### src/rtl/spi_hs_pkg.sv
package spi_hs_pkg;
  // register offsets
  localparam int REG_CTRL = 0;
  localparam int REG_STAT = 1;
  localparam int REG_DATA = 2;
  // control field positions
  localparam int CTL_RATE = 0;
  localparam int CTL_CPHA = 2;
  localparam int CTL_CPOL = 3;
  localparam int CTL_EN   = 6;
  localparam int CTL_IE   = 7;
  // status field positions
  localparam int STAT_DONE = 7;
endpackage

### src/rtl/spi_hs_sckgen.sv
module spi_hs_sckgen #(
  parameter int DATA_W = 8,
  parameter int RATE_W = 2
) (
  input  logic              clk_i,
  input  logic              rst_ni,
  input  logic              start_i,
  input  logic              cpol_i,
  input  logic [RATE_W-1:0] rate_i,
  output logic              busy_o,
  output logic              sck_o,
  output logic              lead_o,
  output logic              trail_o,
  output logic              last_o
);
  localparam int EDGES = 2 * DATA_W;
  localparam int EW    = $clog2(EDGES);
  localparam int CNT_W = (1 << RATE_W) + 1;

  logic             busy_q, sck_q, tick;
  logic [CNT_W-1:0] cnt_q, half;
  logic [EW-1:0]    edge_q;

  assign half    = CNT_W'(2) << rate_i;
  assign tick    = busy_q && (cnt_q == half - CNT_W'(1));
  assign lead_o  = tick && !edge_q[0];
  assign trail_o = tick && edge_q[0];
  assign last_o  = tick && (edge_q == EW'(EDGES - 1));
  assign busy_o  = busy_q;
  assign sck_o   = busy_q ? sck_q : cpol_i;

  always_ff @(posedge clk_i or negedge rst_ni) begin
    if (!rst_ni) begin
      busy_q <= 1'b0;
      sck_q  <= 1'b0;
      cnt_q  <= '0;
      edge_q <= '0;
    end else if (start_i) begin
      busy_q <= 1'b1;
      sck_q  <= cpol_i;
      cnt_q  <= '0;
      edge_q <= '0;
    end else if (busy_q) begin
      if (tick) begin
        cnt_q  <= '0;
        sck_q  <= ~sck_q;
        edge_q <= edge_q + EW'(1);
        if (last_o) busy_q <= 1'b0;
      end else begin
        cnt_q <= cnt_q + CNT_W'(1);
      end
    end
  end

  // SCK back at idle level once the pulse train ends
  assert_idle_level_R3: assert property (@(posedge clk_i) disable iff (!rst_ni)
    $fell(busy_q) |-> (sck_q == cpol_i));

  // SCK moves only on divider ticks
  assert_sck_on_tick_R5: assert property (@(posedge clk_i) disable iff (!rst_ni)
    (busy_q && !tick && !start_i) |=> $stable(sck_q));
endmodule

### src/rtl/spi_hs_shift.sv
module spi_hs_shift #(
  parameter int DATA_W = 8
) (
  input  logic              clk_i,
  input  logic              rst_ni,
  input  logic              load_i,
  input  logic [DATA_W-1:0] load_data_i,
  input  logic              cpha_i,
  input  logic              lead_i,
  input  logic              trail_i,
  input  logic              miso_i,
  output logic              mosi_o,
  output logic [DATA_W-1:0] next_o
);
  logic [DATA_W-1:0] sreg_q;
  logic              out_q, samp_q, in_bit;

  // phase 0 samples on lead and shifts on trail; phase 1 drives on lead, samples+shifts on trail
  assign in_bit = cpha_i ? miso_i : samp_q;
  assign next_o = {sreg_q[DATA_W-2:0], in_bit};
  assign mosi_o = cpha_i ? out_q : sreg_q[DATA_W-1];

  always_ff @(posedge clk_i or negedge rst_ni) begin
    if (!rst_ni) begin
      sreg_q <= '0;
      out_q  <= 1'b0;
      samp_q <= 1'b0;
    end else if (load_i) begin
      sreg_q <= load_data_i;
      out_q  <= load_data_i[DATA_W-1];
      samp_q <= 1'b0;
    end else begin
      if (lead_i) begin
        if (cpha_i) out_q  <= sreg_q[DATA_W-1];
        else        samp_q <= miso_i;
      end
      if (trail_i) sreg_q <= next_o;
    end
  end

  // MOSI holds across the sampling edge in both phases
  assert_mosi_hold_R4: assert property (@(posedge clk_i) disable iff (!rst_ni)
    ((cpha_i ? trail_i : lead_i) && !load_i) |=> ($stable(mosi_o) || (cpha_i != $past(cpha_i))));
endmodule

### src/rtl/spi_hs_master.sv
module spi_hs_master
  import spi_hs_pkg::*;
#(
  parameter int DATA_W = 8,
  parameter int RATE_W = 2,
  parameter int ADDR_W = 2
) (
  input  logic              clk_i,
  input  logic              rst_ni,
  input  logic              sel_i,
  input  logic              wr_i,
  input  logic [ADDR_W-1:0] addr_i,
  input  logic [DATA_W-1:0] wdata_i,
  output logic [DATA_W-1:0] rdata_o,
  input  logic              irq_mask_i,
  output logic              irq_o,
  output logic              sck_o,
  output logic              mosi_o,
  input  logic              miso_i
);
  logic [DATA_W-1:0] ctrl_q, rbuf_q, rx_next, stat_w;
  logic flag_q, armed_q;
  logic busy, lead, trail, last, start, lock;
  logic wr_ctrl, wr_data, rd_data, acc_stat;

  assign wr_ctrl  = sel_i &&  wr_i && (addr_i == ADDR_W'(REG_CTRL));
  assign wr_data  = sel_i &&  wr_i && (addr_i == ADDR_W'(REG_DATA));
  assign rd_data  = sel_i && !wr_i && (addr_i == ADDR_W'(REG_DATA));
  assign acc_stat = sel_i && (addr_i == ADDR_W'(REG_STAT));
  assign lock     = flag_q && !armed_q;
  assign start    = wr_data && !busy && ctrl_q[CTL_EN] && !lock;

  spi_hs_sckgen #(.DATA_W(DATA_W), .RATE_W(RATE_W)) u_sckgen (
    .clk_i   (clk_i),
    .rst_ni  (rst_ni),
    .start_i (start),
    .cpol_i  (ctrl_q[CTL_CPOL]),
    .rate_i  (ctrl_q[CTL_RATE +: RATE_W]),
    .busy_o  (busy),
    .sck_o   (sck_o),
    .lead_o  (lead),
    .trail_o (trail),
    .last_o  (last)
  );

  spi_hs_shift #(.DATA_W(DATA_W)) u_shift (
    .clk_i       (clk_i),
    .rst_ni      (rst_ni),
    .load_i      (start),
    .load_data_i (wdata_i),
    .cpha_i      (ctrl_q[CTL_CPHA]),
    .lead_i      (lead),
    .trail_i     (trail),
    .miso_i      (miso_i),
    .mosi_o      (mosi_o),
    .next_o      (rx_next)
  );

  always_ff @(posedge clk_i or negedge rst_ni) begin
    if (!rst_ni) begin
      ctrl_q  <= '0;
      rbuf_q  <= '0;
      flag_q  <= 1'b0;
      armed_q <= 1'b0;
    end else begin
      if (wr_ctrl) ctrl_q <= wdata_i;
      if (last) begin
        rbuf_q  <= rx_next;
        flag_q  <= 1'b1;
        armed_q <= 1'b0;
      end else if (rd_data && flag_q && armed_q) begin
        flag_q  <= 1'b0;
        armed_q <= 1'b0;
      end else if (acc_stat && flag_q) begin
        armed_q <= 1'b1;
      end
    end
  end

  always_comb begin
    stat_w            = '0;
    stat_w[STAT_DONE] = flag_q;
  end

  always_comb begin
    unique case (addr_i)
      ADDR_W'(REG_CTRL): rdata_o = ctrl_q;
      ADDR_W'(REG_STAT): rdata_o = stat_w;
      ADDR_W'(REG_DATA): rdata_o = rbuf_q;
      default:           rdata_o = '0;
    endcase
  end

  assign irq_o = flag_q && ctrl_q[CTL_IE] && !irq_mask_i;

  assert_clear_needs_stat_R8: assert property (@(posedge clk_i) disable iff (!rst_ni)
    $fell(flag_q) |-> $past(armed_q && rd_data));

  assert_locked_write_R9: assert property (@(posedge clk_i) disable iff (!rst_ni)
    (wr_data && lock && !busy) |=> !busy);

  assert_busy_write_R10: assert property (@(posedge clk_i) disable iff (!rst_ni)
    (busy && wr_data && !last) |=> busy);

  assert_done_flag_R6: assert property (@(posedge clk_i) disable iff (!rst_ni)
    last |=> flag_q);

  assert_buf_hold_R6: assert property (@(posedge clk_i) disable iff (!rst_ni)
    !last |=> $stable(rbuf_q));
endmodule

### config.mk
export PLATFORM = sky130hd
export DESIGN_NAME = spi_hs_master
export DESIGN_NICKNAME = d
export VERILOG_FILES = /design/src/rtl/spi_hs_pkg.sv /design/src/rtl/spi_hs_sckgen.sv /design/src/rtl/spi_hs_shift.sv /design/src/rtl/spi_hs_master.sv
export SDC_FILE = /design/constraint.sdc
export NUM_CORES = 1
export LEC_CHECK = 0
export ABC_AREA = 1
export BUFFER_PORTS_ARGS = -buffer_cell sky130_fd_sc_hd__buf_2
export CAP_MARGIN = 10
export CORE_MARGIN = 1.5
export CORE_UTILIZATION = 30
export CTS_CLUSTER_SIZE = 40
export DETAILED_ROUTE_END_ITERATION = 8
export SETUP_SLACK_MARGIN = 0.4
export SLEW_MARGIN = 40
export SYNTH_ARGS = -nofsm -noshare
export SYNTH_HDL_FRONTEND = slang
export SYNTH_SLANG_ARGS = --single-unit
### constraint.sdc
create_clock -name clk_i -period 1.21 [get_ports clk_i]
set_input_delay 0.242 -clock clk_i [delete_from_list [all_inputs] [get_ports clk_i]]
set_output_delay 0.242 -clock clk_i [all_outputs]
set_load 0.03 [all_outputs]
# After elaboration in Yosys (flattened, before gate mapping)
# Cells that the tools add are included.
# word_totals
reg_bits,39
latch_bits,0
mem_bits_rw,0
rom_bits,0
input_bits,16
output_inout_bits,11
wordCells,87
memories,0
# classes
n_addsub,3
n_mul,0
div,0
order_cmp,0
eq_ne,5
shifts,1
muxes,30
bitwise_logic,1
reduce_logical,36
# op_table
op,n
$pmux 8 s3,1
$mux 1,21
$logic_and 1x1->1,19
$mux 8,2
$mux 5,3
$mux 4,3
$reduce_bool 2->1,6
$logic_not 1->1,6
$reduce_and 2->1,3
$add 5x1->5 const B,1
$eq 5x5->1,1
$shl 2x2->5 const A,1
$sub 5x1->5 const B,1
$add 4x1->4 const B,1
$eq 4x4->1 const B,1
$reduce_bool 3->1,1
$eq 2x1->1 const B,1
$eq 2x2->1 const B,1
$logic_not 2->1,1
$ne 2x1->1 const B,1
$not 1->1,1

# Logic depth before layout (Yosys ltp)
# depth
word_depth,9
ltp_mapped,10
mapped_depth_nobuf,9

# Cells and area by module
# A second synthesis with hierarchy kept.
# unflattened
cells_unflattened,278
hier_area_um2,2137.0
# by_module_without_submodules
module,instances,cells_each,area_each_um2,seq_area_each_um2
spi_hs_master,1,111,863.3,450.4
spi_hs_sckgen,1,93,701.9,275.3
spi_hs_shift,1,74,571.8,250.2

# Worst setup path before layout
# OpenSTA, ideal clock, no wires.
# synth_path
kind,input -> output
from,input addr_i[1]
to,output rdata_o[0]
arrival_ns,1.222
required_ns,0.968
setup_slack_ns,-0.254
stages,3
n_path_buf,0
cell_sequence,nor2_1 -> inv_1 -> o21ai_0
# synth_via
elab_chain_len,2
elab_cells_between_ends,4
classes_between,eq/ne (2); mux (1); reduce/logical (1)
# synth_lines
item,line_no,source
from (decl),spi_hs_master.sv:12,"input logic [ADDR_W-1:0] addr_i,"
"$eq 2x2->1, or another cell as far along",spi_hs_master.sv:86,unique case (addr_i)
$pmux 8 s3 (*),spi_hs_master.sv:86,
to (decl),spi_hs_master.sv:14,"output logic [DATA_W-1:0] rdata_o,"
# Mark *: on every way between the ends. The rest lies on a longest branch, timed or not.

# Worst setup path in the final report
# layout_path
from,"register u_sckgen.busy_q, in the netlist u_sckgen.busy_o"
to,register u_shift.sreg_q[2]
# layout_via
elab_chain_len,5
elab_cells_between_ends,8
classes_between,mux (1); reduce/logical (7)
# layout_lines
item,line_no,source
from (decl),spi_hs_sckgen.sv:20,"logic busy_q, sck_q, tick;"
from (signal assigned),spi_hs_sckgen.sv:34,busy_q <= 1'b0;
from (signal assigned),spi_hs_sckgen.sv:39,busy_q <= 1'b1;
from (signal assigned),spi_hs_sckgen.sv:48,if (last_o) busy_q <= 1'b0;
$logic_not 1->1,spi_hs_master.sv:31,assign start = wr_data && !busy && ctrl_q[CTL_EN] && !lock;
$logic_and 1x1->1 (3 in series),spi_hs_master.sv:31,
$mux 8 or $reduce_bool 2->1 (tied branches),-,
to (signal assigned),spi_hs_shift.sv:29,sreg_q <= load_data_i;
to (signal assigned),spi_hs_shift.sv:37,if (trail_i) sreg_q <= next_o;
to (decl),spi_hs_shift.sv:15,logic [DATA_W-1:0] sreg_q;
# Several ways; a longest one is shown, not always the timed one.
# A chain may end at the register's enable or synchronous reset.

==> flow_metrics.env <==
export IMPL_fin_nets=362
export IMPL_yosysTopAreaCellShare=0.474
export IMPL_path_delay_family="flip-flops"
export IMPL_diodes=0
export IMPL_grt_max_degree=40
export IMPL_dieArea_um2=7380
export IMPL_fp_row_count=30
export IMPL_synth_top_cell_by_area="dfrtp_1"
export IMPL_yosys_area_share_adder=0.0121
export IMPL_ant_nets=0
export IMPL_synth_simple_area_share=0.305
export IMPL_fillers=668
export IMPL_area_growth_syn_to_layout_pct=46.5
export IMPL_overflow=0
export IMPL_design_core_area_um2=6720
export IMPL_antenna_found_initial=0
export IMPL_yosys_warnings=0
export IMPL_slowest_stage="dfrtp_2"
export IMPL_fp_dieW_um=85.9
export IMPL_powerDensity_nw_per_um2=1790
export IMPL_h_tree_depth=2
export IMPL_totalWireLength_mm=5.16
export IMPL_critPathRequiredTime_ps=1430
export IMPL_dr_pass1_iters=4
export IMPL_cts_root_buf="clkbuf_8"
export IMPL_cts_clk_slew_worst_paths_ps=80
export IMPL_r2r_start="u_sckgen.busy_o"
export IMPL_dp_final_hpwl_mm=3.93
export IMPL_crit_type="flip-flop to flip-flop"
export IMPL_start_util=0.307
export IMPL_cts_buffers=5
export IMPL_drc=0
export IMPL_min_from="wdata_i[2]"
export IMPL_end_kind="flip-flop"
export IMPL_syn_avg_cell_area_um2=7.58
export IMPL_arrival_ps=1650
export IMPL_final_common_cell="nand2_1"
export IMPL_syn_inst=272
export IMPL_hold_viol_final=0
export IMPL_grt_pass1_wl_mm=8.61
export IMPL_whs_path_depth=3
export IMPL_synth_compound_area_frac=0.103
export IMPL_cts_tree="built"
export IMPL_ys_ff_latch=39
export IMPL_ios=27
export IMPL_rsz0062_at_grt="true"
export IMPL_cpMostUsedCell="nand2_2"
export IMPL_clock_sinks=39
export IMPL_max_freq_mhz=699
export IMPL_yosysSeqAreaShare=0.474
export IMPL_via_per_inst=4.58
export IMPL_min_path_type="input pin to flip-flop"
export IMPL_violations="setup timing"
export IMPL_crit_chain="nor3_4 > nand2_2 > buf_4 > o21ai_0 > nand2_2 > nand2_2"
export IMPL_drive_gt1_frac=0.375
export IMPL_yosysUniqueCellTypes=31
export IMPL_slew_headroom=0.796
export IMPL_die_y_um=85.9
export IMPL_clock_path_buffers=2
export IMPL_ir_drop_uv=709
export IMPL_synth_top_family_by_area="simple AND/OR/NAND/NOR gates"
export IMPL_p_leak_nw=1.60
export IMPL_num_vias=1943
export IMPL_slew_violations=0
export IMPL_drt_iter0_drc=77
export IMPL_run_status="finished, violations left"
export IMPL_yosys_top_cells_area="dfrtp_1 (47%), nand2_1 (18%), nand3_1 (7.0%)"
export IMPL_worst_pin_slew_ps=303
export IMPL_cap_violations=0
export IMPL_r2r_end="u_shift.sreg_q[2]"
export IMPL_layout_setup_ws_ps=-220
export IMPL_r2r_slack_ps=-220
export IMPL_startpoint_type="flip-flop"
export IMPL_crit_buf_inv=1
export IMPL_clk_latency_ps=290
export IMPL_synthMuxAreaShare=0
export IMPL_min_to="ctrl_q[2]"
export IMPL_grtUsageTotal=0.150
export IMPL_skew_ps=10.7
export IMPL_finalSetupViolCount=42
export IMPL_port_buffers=26
export IMPL_synth_xor_area_share=0.0170
export IMPL_synthesis_area_um2=2060
export IMPL_dp_cells=406
export IMPL_grt_pass1_vias=1908
export IMPL_reg2regPathDepth=6
export IMPL_fin_crit_sh=1.18
export IMPL_post_route_min_period_ps=1430
export IMPL_crit_path_max_fanout=20
export IMPL_final_cells=424
export IMPL_final_cell_mix="nand2_1 (88), dfrtp_1 (37), buf_4 (33), nand3_1 (26), inv_1 (25)"
export IMPL_synthesis_nets=290
export IMPL_total_power_mw=5.39
export IMPL_critPathMaxStageDelay_ps=460
export IMPL_gp_congestion=0.797
export IMPL_post_drt_wl_per_cell_um=12.2
==> tightest hold or removal path, delay by kind of cell <==
family | cells | cell delay (ps)
AOI/OAI and AO/OA | 1 | 70
buffers and inverters | 2 | 150
==> flip-flops by register name, indices dropped and copies added, names as in the netlist <==
| signal | cells |
|---|---|
| ctrl_q | 8 |
| rbuf_q | 8 |
| u_shift.sreg_q | 8 |
| u_sckgen.cnt_q | 5 |
| u_sckgen.edge_q | 4 |
| armed_q | 1 |
| flag_q | 1 |
| u_sckgen.busy_o | 1 |
| u_sckgen.sck_q | 1 |
| u_shift.out_q | 1 |
| u_shift.samp_q | 1 |
==> power by group <==
| group | internal, mW | total, mW | switching [mW] |
|---|---|---|---|
| registers | 1.70 | 2.03 | 0.331 |
| logic | 1.16 | 2.48 | 1.32 |
| clock network | 0.447 | 0.882 | 0.435 |
==> synthesized netlist by cell type <==
cell / count
o211ai_1: 1
nand3_2: 1
and3_1: 1
nor2_1: 9
nand2_4: 1
nand4_1: 1
ha_1: 2
a21oi_1: 3
nor3_2: 1
inv_1: 31
o22ai_1: 1
clkbuf_1: 2
nor3_1: 1
clkinv_2: 1
nor2_4: 1
nand2_2: 3
buf_4: 1
o21ai_0: 27
xnor2_1: 1
o21ai_4: 1
o21ai_1: 1
xor2_1: 3
inv_2: 3
buf_6: 2
buf_2: 2
dfrtp_1: 39
nand2_1: 99
a21oi_2: 1
nand3_1: 29
a22o_1: 2
clkinv_1: 1
==> worst max-delay path by stage <==
stage                     from                 to  slack, ps  cells after the start
6_report       u_sckgen.busy_o  u_shift.sreg_q[2]       -220                      6
5_1_grt              ctrl_q[6]  u_shift.sreg_q[2]       -320                      7
4_1_cts        u_sckgen.busy_o  u_shift.sreg_q[7]       -190                      7
3_5_place_dp         addr_i[0]  u_shift.sreg_q[7]       -260                     10
3_3_place_gp         addr_i[0]  u_shift.sreg_q[7]       -210                     10
2_1_floorplan  u_sckgen.busy_o          rbuf_q[0]        -60                     10
==> kinds of logic (layout without fill, tap and decap cells) <==
| group | count (synthesis) | after routing |
|---|---|---|
| AOI/OAI and AO/OA | 37 | 37 |
| xor gates and xnor gates | 4 | 4 |
| adders and majority gates | 2 | 2 |
| buffers and inverters | 43 | 115 |
| DFF | 39 | 39 |
| and+or+nand+nor | 147 | 147 |
==> metrics by stage <==
step / TNS, ps / hold slack [ps] / util / area [µm²] / worst slack, ps
after global routing: -9950 / 222 / 0.449 / 3020 / -317
after detailed placement: -6590 / 226 / 0.394 / 2650 / -259
after CTS: -5540 / 222 / 0.442 / 2970 / -189
after global placement: -5340 / 229 / 0.394 / 2650 / -215
final: -5480 / 219 / 0.449 / 3020 / -220
after floorplan: -692 / -53.6 / - / 2200 / -61.4
==> area by class of cell <==
type / count / area [µm²] / share of cell area
clock buffers: 6 / 82.6 / 0.0274
clock inverters: 1 / 5.00 / 0.00166
inverters: 36 / 153 / 0.0506
multi-input cells: 190 / 1080 / 0.357
flip-flops and latches: 39 / 978 / 0.324
well taps: 80 / 100 / 0.0332
repair buffers: 72 / 622 / 0.206
==> what timing repair did <==
item / in CTS / in global routing
endpoints found under the setup margin: 50 / 50
gates resized for setup: 52 / 13
setup buffers: 9 / 1
hold buffers: 1 / 0
pin swaps: 12 / 2
endpoints found under the hold margin: 39 / 0
==> per-layer routing <==
metal,track usage,share of wire,vias to the layer above
met4,0.0484,0.016,0
met2,0.258,0.50,35
met3,0.0308,0.035,8
li1,-,-,1007
met1,0.189,0.45,893
met5,0,0,-
Note: power is estimated with default switching activity, not from simulation.
